$ cat config.mk
export PLATFORM = sky130hd
export DESIGN_NAME = alarm_cmp
export DESIGN_NICKNAME = d
export VERILOG_FILES = /design/src/rtl/alarm_pkg.sv /design/src/rtl/alarm_regs.sv /design/src/rtl/alarm_match.sv /design/src/rtl/alarm_cmp.sv
export SDC_FILE = /design/constraint.sdc
export NUM_CORES = 1
export LEC_CHECK = 0
export BUFFER_PORTS_ARGS = -buffer_cell sky130_fd_sc_hd__clkbuf_2
export CAP_MARGIN = 40
export CORE_UTILIZATION = 35
export CTS_BUF_LIST = sky130_fd_sc_hd__clkbuf_8
export DETAILED_ROUTE_END_ITERATION = 8
export PLACE_DENSITY = 0.62
export SETUP_SLACK_MARGIN = 0.15
export SYNTH_ARGS = -nofsm -noshare
export SYNTH_HDL_FRONTEND = slang
export SYNTH_SLANG_ARGS = --single-unit
export TNS_END_PERCENT = 30
$ cat constraint.sdc
create_clock -name clk_i -period 4.55 [get_ports clk_i]
set_input_delay 1.365 -clock clk_i [delete_from_list [all_inputs] [get_ports clk_i]]
set_output_delay 1.365 -clock clk_i [all_outputs]
set_load 0.02 [all_outputs]
$ cat src/rtl/alarm_pkg.sv
package alarm_pkg;
  localparam int DW     = 8;
  localparam int SEC_W  = 7;
  localparam int HR_W   = 6;
  localparam int NFIELD = 4;

  typedef enum logic [2:0] {
    RPT_MONTH, RPT_DAY, RPT_HOUR, RPT_MIN, RPT_SEC
  } rpt_e;

  // tens in [6:4], units in [3:0]; max 85 fits 7 bits
  function automatic logic [6:0] bcd2bin(input logic [6:0] b);
    return 7'(b[6:4]) * 7'd10 + 7'(b[3:0]);
  endfunction
endpackage

$ cat src/rtl/alarm_regs.sv
module alarm_regs
  import alarm_pkg::*;
#(
  parameter int ADDR_W = 3
) (
  input  logic                      clk_i,
  input  logic                      rst_ni,
  input  logic                      we_i,
  input  logic [ADDR_W-1:0]         addr_i,
  input  logic [DW-1:0]             wdata_i,
  output logic [NFIELD-1:0][DW-1:0] alm_o,
  output logic                      en_o,
  output logic [DW-1:0]             rdata_o
);
  localparam int EN_OFS = NFIELD;

  logic [NFIELD-1:0] ok;

  for (genvar i = 0; i < NFIELD; i++) begin : g_fld
    localparam logic [6:0] VMASK = (i < 2) ? 7'h7F : 7'h3F;
    localparam int unsigned VMAX = (i < 2) ? 59 : 23;
    logic [6:0] val;
    assign val = bcd2bin(wdata_i[6:0] & VMASK);
    if (i == NFIELD - 1) begin : g_date
      assign ok[i] = (val != 7'd0);
    end else begin : g_lim
      assign ok[i] = (32'(val) <= VMAX);
    end

    always_ff @(posedge clk_i or negedge rst_ni) begin
      if (!rst_ni) alm_o[i] <= '0;
      else if (we_i && 32'(addr_i) == i && ok[i]) alm_o[i] <= wdata_i;
    end
  end

  always_ff @(posedge clk_i or negedge rst_ni) begin
    if (!rst_ni) en_o <= 1'b0;
    else if (we_i && 32'(addr_i) == EN_OFS) en_o <= wdata_i[0];
  end

  always_comb begin
    rdata_o = '0;
    if (32'(addr_i) < NFIELD) rdata_o = alm_o[addr_i[1:0]];
    else if (32'(addr_i) == EN_OFS) rdata_o = {{(DW-1){1'b0}}, en_o};
  end
endmodule

$ cat src/rtl/alarm_match.sv
module alarm_match
  import alarm_pkg::*;
(
  input  logic [NFIELD-1:0][DW-1:0] alm_i,
  input  logic [SEC_W-1:0]          sec_i,
  input  logic [SEC_W-1:0]          min_i,
  input  logic [HR_W-1:0]           hour_i,
  input  logic [HR_W-1:0]           date_i,
  output rpt_e                      mode_o,
  output logic                      fire_o
);
  logic [NFIELD-1:0][SEC_W-1:0] now;
  logic [NFIELD-1:0]            eq;
  logic [NFIELD-1:0]            msk;

  assign now[0] = sec_i;
  assign now[1] = min_i;
  assign now[2] = 7'(hour_i);
  assign now[3] = 7'(date_i);

  for (genvar i = 0; i < NFIELD; i++) begin : g_cmp
    localparam int W = (i < 2) ? SEC_W : HR_W;
    assign eq[i]  = (alm_i[i][W-1:0] == now[i][W-1:0]);
    assign msk[i] = alm_i[i][DW-1];
  end

  // only nested patterns narrow the compare; rest run every tick
  always_comb begin
    unique case (msk)
      4'b0000: mode_o = RPT_MONTH;
      4'b1000: mode_o = RPT_DAY;
      4'b1100: mode_o = RPT_HOUR;
      4'b1110: mode_o = RPT_MIN;
      default: mode_o = RPT_SEC;
    endcase
  end

  always_comb begin
    unique case (mode_o)
      RPT_MONTH: fire_o = &eq;
      RPT_DAY:   fire_o = &eq[2:0];
      RPT_HOUR:  fire_o = &eq[1:0];
      RPT_MIN:   fire_o = eq[0];
      default:   fire_o = 1'b1;
    endcase
  end
endmodule

$ cat src/rtl/alarm_cmp.sv
module alarm_cmp
  import alarm_pkg::*;
#(
  parameter int ADDR_W = 3
) (
  input  logic              clk_i,
  input  logic              rst_ni,
  input  logic              we_i,
  input  logic [ADDR_W-1:0] addr_i,
  input  logic [DW-1:0]     wdata_i,
  output logic [DW-1:0]     rdata_o,
  input  logic              tick_i,
  input  logic [SEC_W-1:0]  sec_i,
  input  logic [SEC_W-1:0]  min_i,
  input  logic [HR_W-1:0]   hour_i,
  input  logic [HR_W-1:0]   date_i,
  output logic              irq_o
);
  logic [NFIELD-1:0][DW-1:0] alm_q;
  logic                      alm_en;
  rpt_e                      mode;
  logic                      fire;
  logic                      irq_q;

  alarm_regs #(.ADDR_W(ADDR_W)) i_regs (
    .clk_i   (clk_i),
    .rst_ni  (rst_ni),
    .we_i    (we_i),
    .addr_i  (addr_i),
    .wdata_i (wdata_i),
    .alm_o   (alm_q),
    .en_o    (alm_en),
    .rdata_o (rdata_o)
  );

  alarm_match i_match (
    .alm_i  (alm_q),
    .sec_i  (sec_i),
    .min_i  (min_i),
    .hour_i (hour_i),
    .date_i (date_i),
    .mode_o (mode),
    .fire_o (fire)
  );

  always_ff @(posedge clk_i or negedge rst_ni) begin
    if (!rst_ni) irq_q <= 1'b0;
    else         irq_q <= tick_i & alm_en & fire;
  end

  assign irq_o = irq_q;
endmodule

==> run metrics, run 1 <==
status=finished clean; post-route setup TNS=0 ns; grt ovf=0; # diodes=0; Resized Gates After CTS=0; IO Count=50; Post-synth EDFFs=0; Power Density=393.3 mW/mm^2; 1st-iter DRT viols=47; fillers=555; fmax=253.0 MHz; unrepaired setup endpoints after global routing=false; H-tree levels=2; top-area cell type share of the netlist area=38.70%; Worst Path Max Fanout=12; asr flop ratio synth=100.0%; Mapped Avg Cell Area=12.78 sq um; Cells after Synth=172; vias in the first global route=1605; busiest layer in global routing=met2; CTS tree=done; TritonCTS Buffers=5; GRT Overall Usage=17.62%; worst skew pair latency=0.28 ns; CTS Hold Bufs=0; non-filler cells in the finished layout=301; placed cell count=293; crit-path most repeated cell=clkbuf_2; die height=81.25 um; met2 Use GR=28.82%; vias per cell=5.140; Slew @ Worst Pin=0.6643 ns; sequential-to-total area share from yosys stat=38.70%; area delta synth->final=19.18%; max-cap violations=0; Total Nets Final=274; clk buf depth=2; clock tree sinks=34; area of the core=0.005991 sq mm; final wirelength=5108 um; drt drc=0; Fin. Hold Viols=0; initial antenna violation count=0; port bufs=49; worst hold stages=1; largest net degree at the start of global routing=30; Final Max Tran Viols=0; leading area contributor after synthesis=dfrtp_1; root buf cell=clkbuf_8; reg2reg path depth=5; Slew headroom=55.57%; maximum vdd drop=211.8 uV; Leak=1.161 nW; synth top area cells=dfrtp_1 39%, mux2_2 12%, mux4_2 8.2%, xor2_1 6.4%, mux2_4 5.5%; row count=28; WS Path Type=primary input to primary output; die area=0.006602 sq mm; Critical Path End Type=primary output; type of origin of the critical path=primary input; Final Util=43.73%; Setup Fix Bufs, Post-CTS=0; Yosys reg bits=34; detail-routed net length per standard cell=16.97 um; first-pass GRT wire length=8466 um; CP Cell Sequence=clkbuf_2, mux4_2, inv_1, o21ai_0, clkbuf_2; slowest cell on the critical path=mux4_2; via count=1547; Worst path max stage delay=0.55 ns; # setup viols final=0; Final ANT Viol Nets=0; GP Congestion=0.8231; Tmin final=3.952 ns; M1 GR Usage=23.54%; Worst EP arrival=2.59 ns; Yosys warnings=0; die extent in x=81.25 um; clock-pin slew on the worst setup and hold paths=0.07 ns; ys flop type=dfrtp_1; drt first pass iters=4; Critical Path RT=3.18 ns; Synth cell types=35; Tcrit/Tclk final=86.85%; Mapped Area=0.002198 sq mm; M3 GR Usage=3.483%; Hold WC Path Type=flop to flop; Starting Density=36.70%; post-DP HPWL=3992 um; share of cells above drive strength 1=46.02%; Final Skew=0.005374 ns; syn nets=221
==> placed cells by master (no fill, tap or decap), types with 2 or more instances in the layout <==
cell type / synthesis / layout
mux2_4: 8 / 8
nor2_1: 7 / 7
nand2_1: 2 / 2
xnor2_1: 12 / 12
xor2_1: 16 / 16
mux4_2: 8 / 8
nand3_1: 5 / 5
nor2b_1: 7 / 7
a21oi_1: 6 / 6
nor4_1: 4 / 4
o211ai_1: 2 / 2
clkbuf_2: 0 / 49
o21ai_0: 2 / 2
clkbuf_8: 0 / 6
inv_1: 2 / 3
a21oi_4: 3 / 3
nand4_1: 3 / 3
ha_1: 7 / 7
nor3_1: 3 / 3
dfrtp_1: 34 / 34
mux2_2: 24 / 24
==> final cells by class <==
class	instances	area, sq um	area share [%]
Timing Repair Buffer	50	265.3	10.12
Tap cell	75	93.84	3.582
Sequential cell	34	850.8	32.47
Multi-Input combinational cell	132	1311	50.05
Inverter	2	7.507	0.2865
Clock buffer	6	82.58	3.152
Clock inverter	2	8.758	0.3343
==> per-stage QoR <==
step                      hold WS [ns]  worst slack, ns  instance area [sq um]  total power (W)
after floorplan                 0.4739           0.8870                   2198        0.0007095
after global placement          0.4896           0.5665                   2509        0.0008046
after detailed placement        0.4929           0.5727                   2529        0.0008165
after CTS                       0.5095           0.5749                   2620         0.001043
after global routing            0.5344           0.5110                   2620         0.001099
final                           0.5055           0.5982                   2620         0.001031
==> state kept, by name, summed over array words and instances (netlist names) <==
name,flops
irq_o,1
i_regs.alm_o,32
i_regs.en_o,1
==> routing by layer <==
metal,routed length (um),vias up
met5,0,-
met4,29,0
met3,221,2
met2,2542,41
met1,2315,759
li1,-,745
==> cell usage after synthesis (2+ instances only) <==
cell type / number
o21ai_0: 2
xnor2_1: 12
mux2_2: 24
a21oi_4: 3
nand2_1: 2
nor4_1: 4
mux4_2: 8
a21oi_1: 6
buf_2: 2
o211ai_1: 2
mux2_4: 8
nor2b_1: 7
inv_1: 2
dfrtp_1: 34
nor2_1: 7
nand4_1: 3
nor3_1: 3
nand3_1: 5
ha_1: 7
xor2_1: 16
==> final timing paths <==
kind	from	end	slack, ns
worst max register to register	i_regs.alm_o[8]	irq_o	2.85
worst min-delay path	i_regs.alm_o[22]	i_regs.alm_o[22]	0.51
min in group asynchronous	rst_ni	i_regs.alm_o[14]	0.92
worst max-delay path	addr_i[0]	rdata_o[0]	0.60
worst min register to register	i_regs.alm_o[22]	i_regs.alm_o[22]	0.51
max in group asynchronous	rst_ni	i_regs.alm_o[24]	3.23
==> critical path: cells and delay by family <==
kind	cells	cell delay [ns]
buf+inv	3	0.57
compound gates	1	0.09
mux	1	0.55
==> report_power, final <==
group	internal, W	switching [W]
Combinational	0.000199	0.000140
Clock	0.000120	0.000105
Sequential	0.000385	0.0000814
Total	0.000704	0.000327
==> kinds of logic after synthesis <==
group                      count (synthesis)  synth area share, %
buffers and inverters                      6                1.650
muxes                                     42                27.09
xor gates and xnor gates                  28                11.16
adders and majority gates                  8                4.895
and+or+nand+nor                           34                8.310
AOI/OAI and AO/OA                         20                8.196
DFF                                       34                38.70
(Power assumes the default switching activity.)
==> run 2: changes to the inputs <==
--- a/config.mk
+++ b/config.mk
@@ -5,6 +5,7 @@
 export SDC_FILE = /design/constraint.sdc
 export NUM_CORES = 1
 export LEC_CHECK = 0
+export ABC_AREA = 0
 export BUFFER_PORTS_ARGS = -buffer_cell sky130_fd_sc_hd__clkbuf_2
 export CAP_MARGIN = 40
 export CORE_UTILIZATION = 35
==> constraint.sdc (replaced) <==
create_clock -name clk_i -period 4 [get_ports clk_i]
set_input_delay 1.2 -clock clk_i [delete_from_list [all_inputs] [get_ports clk_i]]
set_output_delay 1.2 -clock clk_i [all_outputs]
set_load 0.02 [all_outputs]
==> run metrics, run 2 (synthesis gave the netlist of run 1 again) <==
Final Skew=0.003567 ns (-0.001806 ns); largest net degree at the start of global routing=26 (-13%); Tmin final=3.624 ns; detail-routed net length per standard cell=17.33 um (+2.1%); Net Switching=0.0003768 W (+15%); GP Congestion=0.8266 (+0.43%); vias per cell=5.205 (+1.3%); Final Instance Area=0.002635 sq mm (+0.57%); Starting Density=36.70% (unchanged); reg-to-reg startpoint=i_regs.alm_o[8]; most frequent cells in the layout=49 x clkbuf_2, 34 x dfrtp_1, 24 x mux2_2; share of cells above drive strength 1=46.49% (+0.47 points); unrepaired setup endpoints after global routing=false; status=finished clean; port bufs=49 (unchanged); initial antenna violation count=0 (unchanged); crit-path most repeated cell=clkbuf_2; final wirelength=5251 um (+2.8%); Reg with most FFs=i_regs.alm_o; Largest register FFs=32 (unchanged); # diodes=0 (unchanged); slowest cell on the critical path=mux4_2; Worst EP arrival=2.42 ns (-0.17 ns); fmax=275.9 MHz; row count=28 (unchanged); die area=0.006602 sq mm (unchanged); Tcrit/Tclk final=90.61%; Seq. cell area=850.8 sq um (unchanged); grt ovf=0 (unchanged); Final Max Tran Viols=0 (unchanged); clock share of power=22.1% (+0.3 points); CTS Hold Bufs=0 (unchanged); Seq pwr share=45.0% (-0.3 points); CTS tree=done; IO Count=50 (unchanged); Slew @ Worst Pin=0.6403 ns (-0.02399 ns); Logic pwr share=33.0% (about the same); first-pass GRT wire length=8487 um (+0.25%); type of origin of the critical path=primary input; 1st-iter DRT viols=43 (-8.5%); vias in the first global route=1577 (-1.7%); most common cell after layout, fill and taps aside=clkbuf_2; Post-DP Area=0.002544 sq mm (+0.59%); post-route setup TNS=0 ns (unchanged); Critical Path End Type=primary output; Total Nets Final=276 (+0.73%); # setup viols final=0 (unchanged); max-cap violations=0 (unchanged); die height=81.25 um (unchanged); clock tree sinks=34 (unchanged); H-tree levels=2 (unchanged); maximum vdd drop=207.7 uV (-2.0%); die extent in x=81.25 um (unchanged); area of the core=0.005991 sq mm (unchanged); Resized Gates After CTS=0 (unchanged); Critical Path RT=2.80 ns (-0.38 ns); WS Path Type=primary input to primary output; Net Sw Frac=31.98% (+0.26 points); Hold WC Path Type=flop to flop; drt drc=0 (unchanged); Int Power=0.0008014 W (+14%); Fin. Hold Viols=0 (unchanged); via count=1577 (+1.9%); hold path startpoint=i_regs.alm_o[22]; CP Cell Sequence=clkbuf_2, mux4_2, inv_1, o21ai_0, clkbuf_2; worst skew pair latency=0.28 ns (about the same); TritonCTS Buffers=5 (unchanged); area delta synth->final=19.86%; Leak=1.171 nW (+0.88%); Critical Path Start=addr_i[0]; dpl ws=0.3500 ns (-0.2227 ns); post-DP HPWL=4131 um (+3.5%); total power=0.001178 W (+14%); clock-pin slew on the worst setup and hold paths=0.07 ns (about the same); WHS=0.5078 ns (+0.002351 ns); Final WS setup=0.3756 ns (-0.2226 ns); Final ANT Viol Nets=0 (unchanged); Power Density=447.1 mW/mm^2 (+14%); root buf cell=clkbuf_8; fillers=580 (+4.5%); clk buf depth=2 (unchanged); Slew headroom=57.31% (+1.7 points); Multi-input gate area=0.001311 sq mm (unchanged); Worst Path Max Fanout=12 (unchanged); GRT Overall Usage=17.95% (+0.33 points); drt first pass iters=4 (unchanged); Worst path max stage delay=0.55 ns (about the same); Setup Fix Bufs, Post-CTS=0 (unchanged)
run 2: changes by cell type in the layout (fill, tap and decap cells not counted):
cell | previous run | this run
buf_4 | 0 | 2
run 2: cell type report:
type / count / share of cell area [%]
clock buffer: 6 / 3.134
inverter: 2 / 0.2849
sequential: 34 / 32.29
multi-input combinational: 132 / 49.76
tap: 75 / 3.561
clock inverter: 2 / 0.3324
timing repair buffer: 52 / 10.64
run 2: final timing paths:
check,depth (start not counted),to,slack (ns)
worst max register to register,5,irq_o,2.24
max in group asynchronous,2,i_regs.alm_o[10],2.79
worst max-delay path,5,rdata_o[0],0.38
min in group asynchronous,1,i_regs.alm_o[6],0.78
worst min register to register,1,i_regs.alm_o[22],0.51
worst min-delay path,1,i_regs.alm_o[22],0.51
run 2: critical path, delay by kind of cell:
kind                   cells  cell delay (ns)
AOI/OAI and AO/OA          1             0.09
muxes                      1             0.55
buffers and inverters      3             0.58
run 2: power groups by stage:
stage | Clock (W) | Sequential, W | Combinational, W
floorplan | 0 | 0.000508 | 0.000299
global placement | 0 | 0.000536 | 0.000381
detailed placement | 0 | 0.000537 | 0.000393
CTS | 0.000265 | 0.000530 | 0.000394
global route | 0.000282 | 0.000547 | 0.000425
finish | 0.000260 | 0.000530 | 0.000388
run 2: through the flow:
step	utilization, %	instances
6_report	43.99	303
5_1_grt	43.99	303
4_1_cts	43.99	303
3_5_place_dp	42.46	295
3_3_place_gp	42.13	294
2_1_floorplan	-	172
run 2: metal layers:
layer / GRT usage [%] / part of all wire (%) / vias up
li1: - / - / 745
met1: 23.30 / 45 / 791
met2: 30.34 / 50 / 37
met3: 3.820 / 4.2 / 4
met4: 4.286 / 0.76 / 0
met5: 0 / 0 / -
